===== config.mk =====
export PLATFORM = sky130hd
export DESIGN_NAME = subepoch_seq
export DESIGN_NICKNAME = d
export VERILOG_FILES = /design/src/rtl/subepoch_pkg.sv /design/src/rtl/subepoch_interval.sv /design/src/rtl/subepoch_ctx_alloc.sv /design/src/rtl/subepoch_seq.sv
export SDC_FILE = /design/constraint.sdc
export NUM_CORES = 1
export LEC_CHECK = 0
export BUFFER_PORTS_ARGS = -buffer_cell sky130_fd_sc_hd__buf_2
export CAP_MARGIN = 25
export CORE_MARGIN = 1.5
export CORE_UTILIZATION = 48
export DETAILED_ROUTE_END_ITERATION = 8
export HOLD_SLACK_MARGIN = 0.05
export PLACE_DENSITY = 0.75
export SYNTH_ARGS = -nofsm -noshare
export SYNTH_HDL_FRONTEND = slang
export SYNTH_SLANG_ARGS = --single-unit

===== constraint.sdc =====
create_clock -name clk -period 1.95 [get_ports clk]
set_input_delay 0 -clock clk [delete_from_list [all_inputs] [get_ports clk]]
set_output_delay 0 -clock clk [all_outputs]
set_load 0.01 [all_outputs]

===== src/rtl/subepoch_pkg.sv =====
package subepoch_pkg;
  typedef enum logic [0:0] {
    SEQ_IDLE = 1'b0,
    SEQ_RUN  = 1'b1
  } seq_state_t;
endpackage


===== src/rtl/subepoch_interval.sv =====
// Counts retirements and flags the last one of each interval.
module subepoch_interval #(
  parameter int INTERVAL = 5000,
  localparam int CNT_W = (INTERVAL > 2) ? $clog2(INTERVAL) : 1
) (
  input  logic clk,
  input  logic rst,
  input  logic clear,
  input  logic tick,
  output logic expire
);
  localparam logic [CNT_W-1:0] LAST = CNT_W'(INTERVAL - 1);

  logic [CNT_W-1:0] cnt_q;
  logic             at_end;

  assign at_end = (cnt_q == LAST);
  assign expire = tick && at_end && !clear;

  always_ff @(posedge clk) begin
    if (rst || clear) begin
      cnt_q <= '0;
    end else if (tick) begin
      cnt_q <= at_end ? '0 : cnt_q + 1'b1;
    end
  end
endmodule


===== src/rtl/subepoch_ctx_alloc.sv =====
// Holds the current context identifier inside the epoch's gap.
module subepoch_ctx_alloc #(
  parameter int CTX_W    = 8,
  parameter int GAP_LOG2 = 3
) (
  input  logic             clk,
  input  logic             rst,
  input  logic             load,
  input  logic [CTX_W-1:0] load_base,
  input  logic             restore,
  input  logic [CTX_W-1:0] restore_ctx,
  input  logic             advance,
  input  logic [CTX_W-1:0] probe_ctx,
  output logic             probe_hit,
  output logic             last,
  output logic [CTX_W-1:0] ctx_q
);
  localparam logic [CTX_W-1:0] SUB_MASK = CTX_W'((1 << GAP_LOG2) - 1);

  logic [CTX_W-1:0] sub_cur;
  logic [CTX_W-1:0] sub_probe;

  assign sub_cur   = ctx_q & SUB_MASK;
  assign sub_probe = probe_ctx & SUB_MASK;
  assign last      = (sub_cur == SUB_MASK);
  assign probe_hit = ((probe_ctx & ~SUB_MASK) == (ctx_q & ~SUB_MASK))
                     && (sub_probe <= sub_cur);

  always_ff @(posedge clk) begin
    if (rst) begin
      ctx_q <= '0;
    end else if (load) begin
      ctx_q <= load_base & ~SUB_MASK;
    end else if (restore) begin
      ctx_q <= restore_ctx;
    end else if (advance && !last) begin
      ctx_q <= ctx_q + 1'b1;
    end
  end
endmodule


===== src/rtl/subepoch_seq.sv =====
module subepoch_seq #(
  parameter int CTX_W    = 8,
  parameter int GAP_LOG2 = 3,
  parameter int INTERVAL = 5000
) (
  input  logic             clk,
  input  logic             rst,
  input  logic             epoch_start,
  input  logic [CTX_W-1:0] epoch_base,
  input  logic             retire,
  input  logic             commit,
  input  logic             violate,
  input  logic [CTX_W-1:0] violate_ctx,
  output logic             busy,
  output logic [CTX_W-1:0] ctx_id,
  output logic             ckpt_strobe,
  output logic             rollback_valid,
  output logic [CTX_W-1:0] rollback_ctx
);
  import subepoch_pkg::*;

  seq_state_t state_q;
  logic       run;
  logic       do_start, do_commit, do_viol, do_tick;
  logic       expire, probe_hit, last, advance;
  logic       strobe_q, rb_q;
  logic [CTX_W-1:0] rbctx_q;

  assign run       = (state_q == SEQ_RUN);
  assign do_commit = run && commit;
  assign do_viol   = run && !commit && violate && probe_hit;
  assign do_start  = !run && epoch_start;
  assign do_tick   = run && !commit && !do_viol && retire;
  assign advance   = expire && !last;

  subepoch_interval #(.INTERVAL(INTERVAL)) u_interval (
    .clk(clk), .rst(rst), .clear(do_start || do_viol), .tick(do_tick), .expire(expire)
  );

  subepoch_ctx_alloc #(.CTX_W(CTX_W), .GAP_LOG2(GAP_LOG2)) u_alloc (
    .clk(clk), .rst(rst), .load(do_start), .load_base(epoch_base),
    .restore(do_viol), .restore_ctx(violate_ctx), .advance(advance),
    .probe_ctx(violate_ctx), .probe_hit(probe_hit), .last(last), .ctx_q(ctx_id)
  );

  always_ff @(posedge clk) begin
    if (rst) begin
      state_q  <= SEQ_IDLE;
      strobe_q <= 1'b0;
      rb_q     <= 1'b0;
      rbctx_q  <= '0;
    end else begin
      if (do_start) begin
        state_q <= SEQ_RUN;
      end else if (do_commit) begin
        state_q <= SEQ_IDLE;
      end
      strobe_q <= advance;
      rb_q     <= do_viol;
      if (do_viol) begin
        rbctx_q <= violate_ctx;
      end
    end
  end

  assign busy           = run;
  assign ckpt_strobe    = strobe_q;
  assign rollback_valid = rb_q;
  assign rollback_ctx   = rbctx_q;
endmodule


**Yosys cells after proc, flatten, opt, wreduce, memory -nomap -nowiden**

Cells that the tools add are included.

- Flip-flop bits (word level): 32
- Input port bits: 22

- $add $sub $neg: 2
- Order comparisons: 1
- Equal/unequal tests: 3
- Multiplexer cells: 6
- Reduce and logical (&&, ||, !) cells: 23

Operators with widths:

| operator | count |
|---|---|
| 8-bit two-way mux | 3 |
| 13-bit by 1-bit adder with 13-bit output (second input constant) | 1 |
| 13-bit equality test (second input constant) | 1 |
| 13-bit two-way mux | 1 |
| 1-bit logical AND | 12 |
| 8-bit by 1-bit adder with 8-bit output (second input constant) | 1 |
| 5-bit equality test | 1 |
| 1-bit logical NOT | 5 |
| 2-bit nonzero test | 2 |
| 3-bit equality test (second input constant) | 1 |
| 3-bit <= comparator | 1 |
| 3-bit nonzero test | 1 |
| 1-bit logical OR | 2 |
| 1-bit two-way mux | 2 |
| 2-bit OR reduction | 1 |

**Longest topological paths before layout**

Gate-level depths: netlist (run 1).

- Depth in word-level cells: 14
- Gate-level depth with buffers: 10
- Mapped depth without buffers: 8

**Hierarchy**

A second synthesis (run 1) with hierarchy kept.

- Cells, all modules: 197
- Area, all modules: 1784.2 µm²

Modules (own cells, without submodules):

| module | instances | cells each | area each (µm²) | seq. area each (µm²) |
|---|---|---|---|---|
| subepoch_ctx_alloc | 1 | 81 | 665.6 | 160.2 |
| subepoch_interval | 1 | 67 | 625.6 | 260.2 |
| subepoch_seq | 1 | 49 | 493.0 | 220.2 |

**Least setup slack after synthesis (run 1)**

OpenSTA, ideal clock, no wires.

- Kind: reg2reg
- From: reg u_alloc.ctx_q[1]
- To: reg u_interval.cnt_q[0]
- Arrival: 1940 ps
- Required time: 1833 ps
- Path slack: -107 ps
- Stages on the path, launching flop included: 10
- Buffers on the path: 2
- Cell sequence: dfxtp_1 inv_1 ha_1 a211oi_1 o21ai_2 or2_1 buf_2 nand3b_1 buf_2 nor2_1

- Word-level cells in the longest chain between the ends: 6
- Elaborated cells between the ends (all ways): 8

Ends and longest elaborated chain:

| item | line | RTL |
|---|---|---|
| from (decl) | subepoch_ctx_alloc.sv:16 | `output logic [CTX_W-1:0] ctx_q` |
| from (signal assigned) | subepoch_ctx_alloc.sv:33 | `ctx_q <= load_base & ~SUB_MASK;` |
| from (signal assigned) | subepoch_ctx_alloc.sv:35 | `ctx_q <= restore_ctx;` |
| from (signal assigned) | subepoch_ctx_alloc.sv:37 | `ctx_q <= ctx_q + 1'b1;` |
| 3-bit <= comparator (*) | subepoch_ctx_alloc.sv:27 | `&& (sub_probe <= sub_cur);` |
| 1-bit logical AND (*) | subepoch_ctx_alloc.sv:27 |  |
| 1-bit logical AND (*) | subepoch_seq.sv:31 | `assign do_viol = run && !commit && violate && probe_hit;` |
| 1-bit logical NOT | subepoch_seq.sv:33 | `assign do_tick = run && !commit && !do_viol && retire;` |
| 1-bit logical AND (2 in series) | subepoch_seq.sv:33 |  |
| to (signal assigned) | subepoch_interval.sv:24 | `cnt_q <= at_end ? '0 : cnt_q + 1'b1;` |
| to (decl) | subepoch_interval.sv:14 | `logic [CNT_W-1:0] cnt_q;` |

Every way passes the cells marked *; elsewhere a longest branch is shown, timed or not.
A chain may end at the register's enable or synchronous reset.

**Final worst setup path (run 1)**

- From: reg u_alloc.ctx_q[0]
- To: reg u_interval.cnt_q[5]

Same word-level chain as after synthesis.

==> results.yml, run 1 <==
outcome:
  status: "completed"
clocking:
  ctsLongestPathBuffers: 2
  numCtsBuffers: 5
  clk_pin_slew_ns: 0.10
  cts_sinks: 32
  cts_tree: "done"
  cts_max_level: 2
  cts_root_buffer: "clkbuf_4"
  clkLatencyLatePin_ns: 0.34
cells_and_area:
  layout-drive-gt1-share_pct: 32.9
  final_net_count: 322
  layout.cells.non_filler: 341
  n_antenna_cell: 0
  area_delta_synth_final_pct: 43.7
  final.fill_count: 261
synthesis:
  synth-seq-cells: 32
  synth.most_common_cell: "dfxtp_1"
  async_flop_share_pct: 0
  synth_warnings: 0
  synth_area_mm2: 0.00173
  syn_avg_cell_area_um2: 8.16
  synth_edf_count: 0
  synth_area_leaders: "dfxtp_1 (37%), nand2_1 (5.6%), xor2_1 (5.1%), a21oi_1 (4.9%), ha_1 (4.3%)"
  synth_common_cells: "dfxtp_1 (32), nand2_1 (26), a21oi_1 (17)"
  ys.flop_type: "dfxtp_1"
  synth_cell_types: 44
  syn-num-nets: 240
  yosysTopAreaCell: "dfxtp_1"
  netlist_instances: 212
  synth_top_cell_area_share_pct: 37.0
  yosysSeqAreaShare_pct: 37.0
worst_setup_path:
  crit_chain: "ha_1, nand3_2, o21ai_2, o21ai_4, o211ai_1, buf_4, or3_4, a21oi_2"
  r2r_end: "u_interval.cnt_q[5]"
  rr_worst_depth: 8
  cp-start-kind: "register"
  crit_end: "u_interval.cnt_q[5]"
  ff2ff_setup_slack_ns: 0.04
  critical_path.max_stage_delay_ns: 0.37
  critical_path_required_ns: 2.24
  worst_ep_arrival_time_ns: 2.19
  critPathSlowestCell: "or3_4"
  path_class: "register to register"
  crit_start: "u_alloc.ctx_q[0]"
  r2r_start: "u_alloc.ctx_q[0]"
  path_max_fanout: 8
  cp-end-kind: "register"
sta:
  fmax_ghz: 0.525
  max_slew_margin_pct: 70.8
  hold_viol: 0
  timing.final.crit_share_pct: 97.8
  worst_slew_pin_slew_ns: 0.432
  fin_crit_ns: 1.91
  clock_skew_ns: 0.00368
  fin_ws_ns: 0.0437
  grt_setup_unrepaired: "yes"
  final_max_slew_viol_count: 0
  finalSetupViolCount: 0
global_routing:
  grt_start_max_net_pins: 18
  grt_pass1_wl_um: 8250
  grt_use_total_pct: 26.2
  overflow: 0
  grt_pass1_vias: 1801
  antenna_found_initial: 0
power_and_ir_drop:
  peakVddDrop_mv: 0.361
  power_density_mw_per_mm2: 521
  power.leakage_nw: 1.03
placement:
  place_congestion: 0.861
  dpl.cell_count: 314
  place_hpwl_um: 3250
  io_buffers: 37
  place_ws_ns: -0.0168
floorplanning:
  die_width_um: 63.0
  die_h_um: 63.0
  start_util_pct: 51.1
  num_rows: 21
  core_mm2: 0.00339
  io_pins: 41
  dieArea_mm2: 0.00397
drt:
  via_per_inst: 5.42
  wirelength_um: 4930
  vias: 1848
  drc_errors: 0
  drtAntennaViolNets: 0
  first_iter_violations: 116
  wl_per_cell_um: 14.4
  firstDrtPassIters: 4
hold_path:
  hold_class: "input port to register"
flow_run:
  drv_cap: 0
[worst max-delay path: cells and delay by family (launching register included)]
kind / cells / cell delay, ns
simple gates: 2 / 0.46
fa+ha+maj: 1 / 0.31
compound gates: 4 / 0.58
buf+inv: 1 / 0.17
flops: 1 / 0.33
[report_power, final]
part	switching [mW]	leakage, nW	internal, mW
Clock	0.234	0.0326	0.178
Sequential	0.00823	0.261	0.661
Combinational	0.109	0.736	0.106
[routing by layer]
layer,GRT usage (%),vias up,share of wire [%]
li1,-,925,-
met1,34.2,864,46
met2,41.8,49,47
met3,6.67,10,5.1
met4,9.17,0,1.5
met5,0,-,0
[cell usage in the layout, fill, tap and decap left out, types with 4 or more instances in the layout]
cell type       n
buf_2          37
buf_4          32
dfxtp_1        29
nand2_1        26
nor2_1         16
dlygate4sd3_1  16
a21oi_1        15
xor2_1         10
nand3_1         9
nor4_1          8
o21ai_0         7
xnor2_1         5
nand4_1         5
o211ai_1        5
clkbuf_4        5
inv_1           4
and3_1          4
or3_1           4
o31ai_1         4
ha_1            4
[state kept, by name, indices dropped and copies added (netlist names)]
signal / count
ckpt_strobe: 1
rollback_valid: 1
u_interval.cnt_q: 13
busy: 1
u_alloc.ctx_q: 8
rollback_ctx: 8
[metrics by stage]
| step | utilization [%] | TNS (ns) | power [mW] | instance area [um2] | hold slack (ns) |
|---|---|---|---|---|---|
| 2_1_floorplan | - | 0 | 0.781 | 1760 | 0.136 |
| 3_3_place_gp | 64.5 | 0 | 0.856 | 2190 | 0.278 |
| 3_5_place_dp | 64.5 | -0.0168 | 0.859 | 2190 | 0.284 |
| 4_1_cts | 71.6 | 0 | 1.28 | 2430 | 0.194 |
| 5_1_grt | 73.3 | -0.203 | 1.35 | 2490 | 0.209 |
| 6_report | 73.3 | 0 | 1.30 | 2490 | 0.187 |
[worst min path at each step]
stage	from	end	slack, ns	cells after the start
after floorplan	violate_ctx[3]	rollback_ctx[3]	0.14	2
after global placement	violate_ctx[0]	u_alloc.ctx_q[0]	0.28	3
after detailed placement	violate_ctx[3]	rollback_ctx[3]	0.28	3
after CTS	epoch_start	u_alloc.ctx_q[3]	0.19	4
after global routing	epoch_start	busy	0.21	5
final	epoch_start	u_alloc.ctx_q[3]	0.19	4
[repair_timing]
item,4_1_cts,5_1_grt
endpoints found under the setup margin,3,11
hold buffers,16,0
pin swaps,2,8
buffers inserted,0,3
endpoints found under the hold margin,19,0
gates resized for setup,2,10
[area by class of cell]
cell class	instances	area, um2	area share [%]
timing repair buffer	87	617	24.8
clock buffer	8	58.8	2.37
sequential	32	649	26.1
tap	46	57.6	2.32
multi-input combinational	162	1080	43.5
inverter	6	22.5	0.906
[cell families after synthesis]
| family | count (synthesis) | share of synthesized area (%) |
|---|---|---|
| AOI/OAI and AO/OA | 47 | 17.0 |
| xor gates and xnor gates | 15 | 7.59 |
| adders and majority gates | 6 | 4.34 |
| buffers and inverters | 18 | 4.77 |
| DFF | 32 | 37.0 |
| muxes | 3 | 1.88 |
| and+or+nand+nor | 91 | 27.4 |
No activity file was read; power rests on OpenSTA's default activity.
==> run 2: changes to the inputs <==
--- a/config.mk
+++ b/config.mk
@@ -8,10 +8,11 @@
 export BUFFER_PORTS_ARGS = -buffer_cell sky130_fd_sc_hd__buf_2
 export CAP_MARGIN = 25
 export CORE_MARGIN = 1.5
-export CORE_UTILIZATION = 48
+export CORE_UTILIZATION = 31
 export DETAILED_ROUTE_END_ITERATION = 8
 export HOLD_SLACK_MARGIN = 0.05
-export PLACE_DENSITY = 0.75
+export SETUP_SLACK_MARGIN = 0.3
+export SLEW_MARGIN = 20
 export SYNTH_ARGS = -nofsm -noshare
 export SYNTH_HDL_FRONTEND = slang
 export SYNTH_SLANG_ARGS = --single-unit
==> run 2 against run 1 <==
First-iteration DRC count decreased by 43%. Maximum frequency down 0.70%. Combinational power up 15%. Setup slack lost 0.013 ns. Hold slack worse by 0.13 ns. Critical endpoint is now u_alloc.ctx_q[5]. Largest power group unchanged.
==> results.yml, run 2 (synthesis gave the netlist of run 1 again) <==
global_routing:
  overflow: 0
  antenna_found_initial: 0
  grt_pass1_wl_um: 8670
  met1_usage_pct: 22.2
  grt_start_max_net_pins: 18
  grt_pass1_vias: 1840
  grtUsageMet3_pct: 3.65
  grt.busiest_layer: "met2"
  grt_use_total_pct: 18.2
  grt_use_met2_pct: 31.8
worst_setup_path:
  path_buf_inv: 3
  cp-end-kind: "register"
  crit_chain: "inv_2, ha_4, a211oi_4, o21ai_4, or2_4, buf_4, buf_4, mux2i_1, nor4_1"
  critical_path.max_stage_delay_ns: 0.35
  crit_path_frequent_cell: "buf_4"
  critPathTopFamily: "simple AND/OR/NAND/NOR gates"
  cp-start-kind: "register"
  worst_ep_arrival_time_ns: 2.13
  path_max_fanout: 7
  path_class: "register to register"
  critPathSlowestCell: "dfxtp_4"
  critical_path_required_ns: 2.16
cells_and_area:
  area_delta_synth_final_pct: 76.0
  final_cell_mix: "buf_2 (37), buf_4 (29), dfxtp_1 (22), nand2_1 (16), dlygate4sd3_1 (14)"
  fin_util_pct: 56.0
  final.fill_count: 471
  fin_area_mm2: 0.00305
  largest_register_ff_count: 13
  regMostFlops: "u_interval.cnt_q"
  final_net_count: 331
  n_antenna_cell: 0
  multi_input_area_mm2: 0.00139
  layout-drive-gt1-share_pct: 53.3
  layout.cells.non_filler: 376
  final_common_cell: "buf_2"
  regArea_um2: 671
power_and_ir_drop:
  power.leakage_nw: 1.15
  internal_power_mw: 1.16
  combPwrFrac_pct: 15.9
  clkPwrFrac_pct: 41.0
  peakVddDrop_mv: 0.315
  power_density_mw_per_mm2: 508
  netSwitchingPower_mw: 0.389
  power_mw: 1.55
  seq_power_share_pct: 43.1
  swShare_pct: 25.1
clocking:
  numCtsBuffers: 5
  clk_pin_slew_ns: 0.07
  cts_max_level: 2
  cts_sinks: 32
  ctsLongestPathBuffers: 2
  clkLatencyLatePin_ns: 0.29
  cts_tree: "done"
  cts_root_buffer: "clkbuf_8"
outcome:
  status: "completed"
drt:
  first_iter_violations: 66
  drc_errors: 0
  drtAntennaViolNets: 0
  via_per_inst: 5.15
  vias: 1935
  wl_per_cell_um: 15.3
  wirelength_um: 5770
  firstDrtPassIters: 4
floorplanning:
  core_mm2: 0.00544
  die_width_um: 77.7
  io_pins: 41
  die_h_um: 77.7
  num_rows: 27
  dieArea_mm2: 0.00604
  start_util_pct: 31.8
sta:
  worst_hold_slack_ns: 0.0558
  finalSetupViolCount: 0
  fin_ws_ns: 0.0303
  worst_slew_pin_slew_ns: 0.763
  setup_tns_ns: 0
  hold_viol: 0
  timing.final.crit_share_pct: 98.4
  grt_setup_unrepaired: "yes"
  clock_skew_ns: 0.0107
  fin_crit_ns: 1.92
  max_slew_margin_pct: 49.0
  final_max_slew_viol_count: 0
  fmax_ghz: 0.521
flow_run:
  drv_cap: 0
placement:
  place_area_mm2: 0.00217
  place_ws_ns: 0.0315
  dpl.cell_count: 325
  place_congestion: 0.756
  place_hpwl_um: 3380
  io_buffers: 37
hold_path:
  hold_class: "input port to register"
-- run 2: changes by cell type in the layout (fill, tap and decap cells not counted), moves of 6 or more --
cell / change
nand2_4: +6
a21oi_1: -10
a21oi_2: +10
dfxtp_1: -7
nor2_1: -7
buf_6: +11
nand2_1: -10
-- run 2: path summary, 6_finish.rpt --
path	start	to	slack [ns]	cells past startpoint
worst max register to register	u_alloc.ctx_q[1]	u_alloc.ctx_q[5]	0.03	9
worst min register to register	rollback_ctx[2]	rollback_ctx[2]	0.47	2
worst min-delay path	retire	u_interval.cnt_q[1]	0.06	4
worst max-delay path	u_alloc.ctx_q[1]	u_alloc.ctx_q[5]	0.03	9
-- run 2: area by class of cell --
| class | count | area share, % |
|---|---|---|
| clock buffers | 6 | 2.38 |
| clock inverters | 2 | 1.15 |
| inverters | 6 | 0.740 |
| multi-input cells | 162 | 45.6 |
| flip-flops and latches | 32 | 22.0 |
| well taps | 72 | 2.96 |
| repair buffers | 96 | 25.1 |
-- run 2: tightest hold or removal path, stage by stage --
cell      delay [ns]
buf_2           0.08
nand2_1         0.09
nand2_1         0.08
a211oi_1        0.06
-- run 2: repair_timing --
action                                 CTS  global route
hold buffers                            14             0
resized for setup                       42            56
pin swaps                               25            24
cloned                                   3             1
setup buffers                           15            10
endpoints found under the hold margin   17             0
setup endpoints to repair               29            30
-- run 2: power groups by stage --
| stage | clock [mW] | sequential [mW] | combinational [mW] |
|---|---|---|---|
| 6_report | 0.634 | 0.667 | 0.246 |
| 5_1_grt | 0.663 | 0.668 | 0.263 |
| 4_1_cts | 0.644 | 0.667 | 0.216 |
| 3_5_place_dp | 0 | 0.688 | 0.170 |
| 3_3_place_gp | 0 | 0.688 | 0.169 |
| 2_1_floorplan | 0 | 0.693 | 0.0987 |
-- run 2: layer usage --
layer  up-vias  part of all wire (%)
met5         -                     0
met1       945                    45
li1        938                     -
met2        43                    51
met3         9                   3.4
met4         0                   1.4
==> run 3: changes to the inputs <==
--- a/config.mk
+++ b/config.mk
@@ -5,6 +5,7 @@
 export SDC_FILE = /design/constraint.sdc
 export NUM_CORES = 1
 export LEC_CHECK = 0
+export ABC_AREA = 1
 export BUFFER_PORTS_ARGS = -buffer_cell sky130_fd_sc_hd__buf_2
 export CAP_MARGIN = 25
 export CORE_MARGIN = 1.5
==> run 3 against run 2 <==
Die area up 17%. Non-clock buffer count fell by 30. Hold slack worse by 0.022 ns. Total power shrank 5.9%. Critical endpoint is now u_alloc.ctx_q[0]. Largest power group unchanged.
==> results.yml, run 3 <==
cells_and_area:
  largest_register_ff_count: 13
  area_delta_synth_final_pct: 36.3
  final_common_cell: "nand2_1"
  regMostFlops: "u_interval.cnt_q"
  n_antenna_cell: 0
  final.fill_count: 670
  final_cell_mix: "nand2_1 (107), buf_2 (37), inv_1 (30), dfxtp_1 (29), nor2_1 (26)"
  layout.cells.non_filler: 466
  multi_input_area_mm2: 0.00134
  final_net_count: 417
  layout-drive-gt1-share_pct: 30.3
  fin_area_mm2: 0.00277
  regArea_um2: 647
clocking:
  cts_max_level: 2
  numCtsBuffers: 5
  cts_sinks: 32
  cts_root_buffer: "clkbuf_8"
  ctsLongestPathBuffers: 2
  cts_tree: "done"
  clk_pin_slew_ns: 0.07
  clkLatencyLatePin_ns: 0.29
drt:
  firstDrtPassIters: 4
  first_iter_violations: 96
  wirelength_um: 5440
  wl_per_cell_um: 11.7
  drc_errors: 0
  drtAntennaViolNets: 0
  vias: 2224
  via_per_inst: 4.77
synthesis:
  synth_area_mm2: 0.00203
  yosysTopAreaCell: "dfxtp_1"
  netlist_instances: 321
  synth_warnings: 0
  syn-num-nets: 349
  synth_common_cells: "nand2_1 (115), dfxtp_1 (32), inv_1 (31)"
  synth.most_common_cell: "nand2_1"
  synth_cell_types: 28
  synth_top_cell_area_share_pct: 31.5
  synth-seq-cells: 32
  syn_avg_cell_area_um2: 6.34
  synth_area_leaders: "dfxtp_1 (31%), nand2_1 (21%), a21oi_1 (6.6%), nand3_1 (5.9%), inv_1 (5.7%)"
  yosysSeqAreaShare_pct: 31.5
  async_flop_share_pct: 0
  ys.flop_type: "dfxtp_1"
  synth_edf_count: 0
placement:
  place_ws_ns: 0.0885
  dpl.cell_count: 437
  place_area_mm2: 0.00236
  io_buffers: 37
  place_hpwl_um: 3810
  place_congestion: 0.840
power_and_ir_drop:
  combPwrFrac_pct: 14.8
  netSwitchingPower_mw: 0.390
  power.leakage_nw: 1.30
  seq_power_share_pct: 46.5
  swShare_pct: 26.8
  power_density_mw_per_mm2: 525
  peakVddDrop_mv: 0.262
  internal_power_mw: 1.07
  clkPwrFrac_pct: 38.7
sta:
  hold_viol: 0
  fin_crit_ns: 1.73
  max_slew_margin_pct: 75.8
  timing.final.crit_share_pct: 88.6
  grt_setup_unrepaired: "yes"
  worst_slew_pin_slew_ns: 0.363
  worst_hold_slack_ns: 0.0336
  setup_tns_ns: 0
  fin_ws_ns: 0.222
  fmax_ghz: 0.579
  finalSetupViolCount: 0
  clock_skew_ns: 0.00454
  final_max_slew_viol_count: 0
floorplanning:
  start_util_pct: 32.0
  num_rows: 29
  die_width_um: 84.0
  io_pins: 41
  core_mm2: 0.00635
  die_h_um: 84.0
  dieArea_mm2: 0.00706
global_routing:
  antenna_found_initial: 0
  grt_pass1_vias: 2151
  grt_start_max_net_pins: 15
  grt_pass1_wl_um: 9620
  grt_use_total_pct: 16.6
  overflow: 0
outcome:
  status: "completed"
worst_setup_path:
  crit_start: "u_alloc.ctx_q[2]"
  cp-start-kind: "register"
  ff2ff_setup_slack_ns: 0.22
  crit_end: "u_alloc.ctx_q[0]"
  cp-end-kind: "register"
  path_class: "register to register"
  rr_worst_depth: 11
  path_max_fanout: 7
  r2r_start: "u_alloc.ctx_q[2]"
  worst_ep_arrival_time_ns: 1.95
  critical_path_required_ns: 2.17
  r2r_end: "u_alloc.ctx_q[0]"
hold_path:
  hold_class: "input port to register"
flow_run:
  drv_cap: 0
run 3: per-layer routing:
| metal | track usage (%) | up-vias | wire length, um |
|---|---|---|---|
| li1 | - | 1159 | - |
| met1 | 20.4 | 1006 | 2430 |
| met2 | 28.9 | 51 | 2670 |
| met3 | 4.45 | 8 | 272 |
| met4 | 4.02 | 0 | 69 |
| met5 | 0 | - | 0 |
run 3: critical path, cell delays in order, from the launching register on:
cell and delay (ns):
dfxtp_4 0.35, inv_2 0.04, ha_4 0.28, nand3_2 0.08, nand2_2 0.07, nand2_2 0.06, nand2_4 0.13, nor2_4 0.09
buf_4 0.14, a31oi_2 0.21, nand2_1 0.08, a21oi_1 0.14
run 3: cells by family (layout without fill, tap and decap cells):
family                     Yosys count  in the layout  share of synthesized area, %
adders and majority gates            6              6                          3.69
DFF                                 32             32                          31.5
xor gates and xnor gates            10             10                          4.30
and+or+nand+nor                    193            194                          41.3
AOI/OAI and AO/OA                   36             36                          9.72
buffers and inverters               44            111                          9.47
run 3: how the worst min path moves through the flow:
| stage | startpoint | to | slack, ns | cells after the start |
|---|---|---|---|---|
| detailed placement | violate_ctx[0] | rollback_ctx[0] | 0.29 | 3 |
| CTS | violate_ctx[0] | rollback_ctx[0] | 0.05 | 4 |
| finish | epoch_base[7] | u_alloc.ctx_q[7] | 0.03 | 5 |
| global route | epoch_base[7] | u_alloc.ctx_q[7] | 0.06 | 5 |
| global placement | violate_ctx[0] | rollback_ctx[0] | 0.30 | 3 |
| floorplan | rst | ckpt_strobe | 0.08 | 1 |
run 3: final cells by class:
cell class,count,share of cell area [%]
Sequential cell,32,23.3
Timing Repair Buffer,66,16.0
Tap cell,77,3.47
Clock buffer,7,3.47
Multi-Input combinational cell,246,48.4
Inverter,38,5.32
run 3: power by group through the flow:
stage | combinational (mW) | sequential (mW) | clock [mW]
6_report | 0.215 | 0.677 | 0.564
5_1_grt | 0.243 | 0.679 | 0.612
2_1_floorplan | 0.113 | 0.695 | 0
4_1_cts | 0.204 | 0.677 | 0.583
3_3_place_gp | 0.175 | 0.692 | 0
3_5_place_dp | 0.177 | 0.692 | 0
run 3: what timing repair did:
action,4_1_cts,5_1_grt
buffers inserted,8,5
endpoints found under the hold margin,7,0
hold buffers,7,0
gates cloned,2,0
resized for setup,23,13
pin swaps,27,15
endpoints found under the setup margin,27,30
run 3: through the flow:
stage,util (%),total power [mW]
2_1_floorplan,-,0.807
3_3_place_gp,37.1,0.867
3_5_place_dp,37.1,0.869
4_1_cts,42.5,1.46
5_1_grt,43.7,1.53
6_report,43.7,1.46
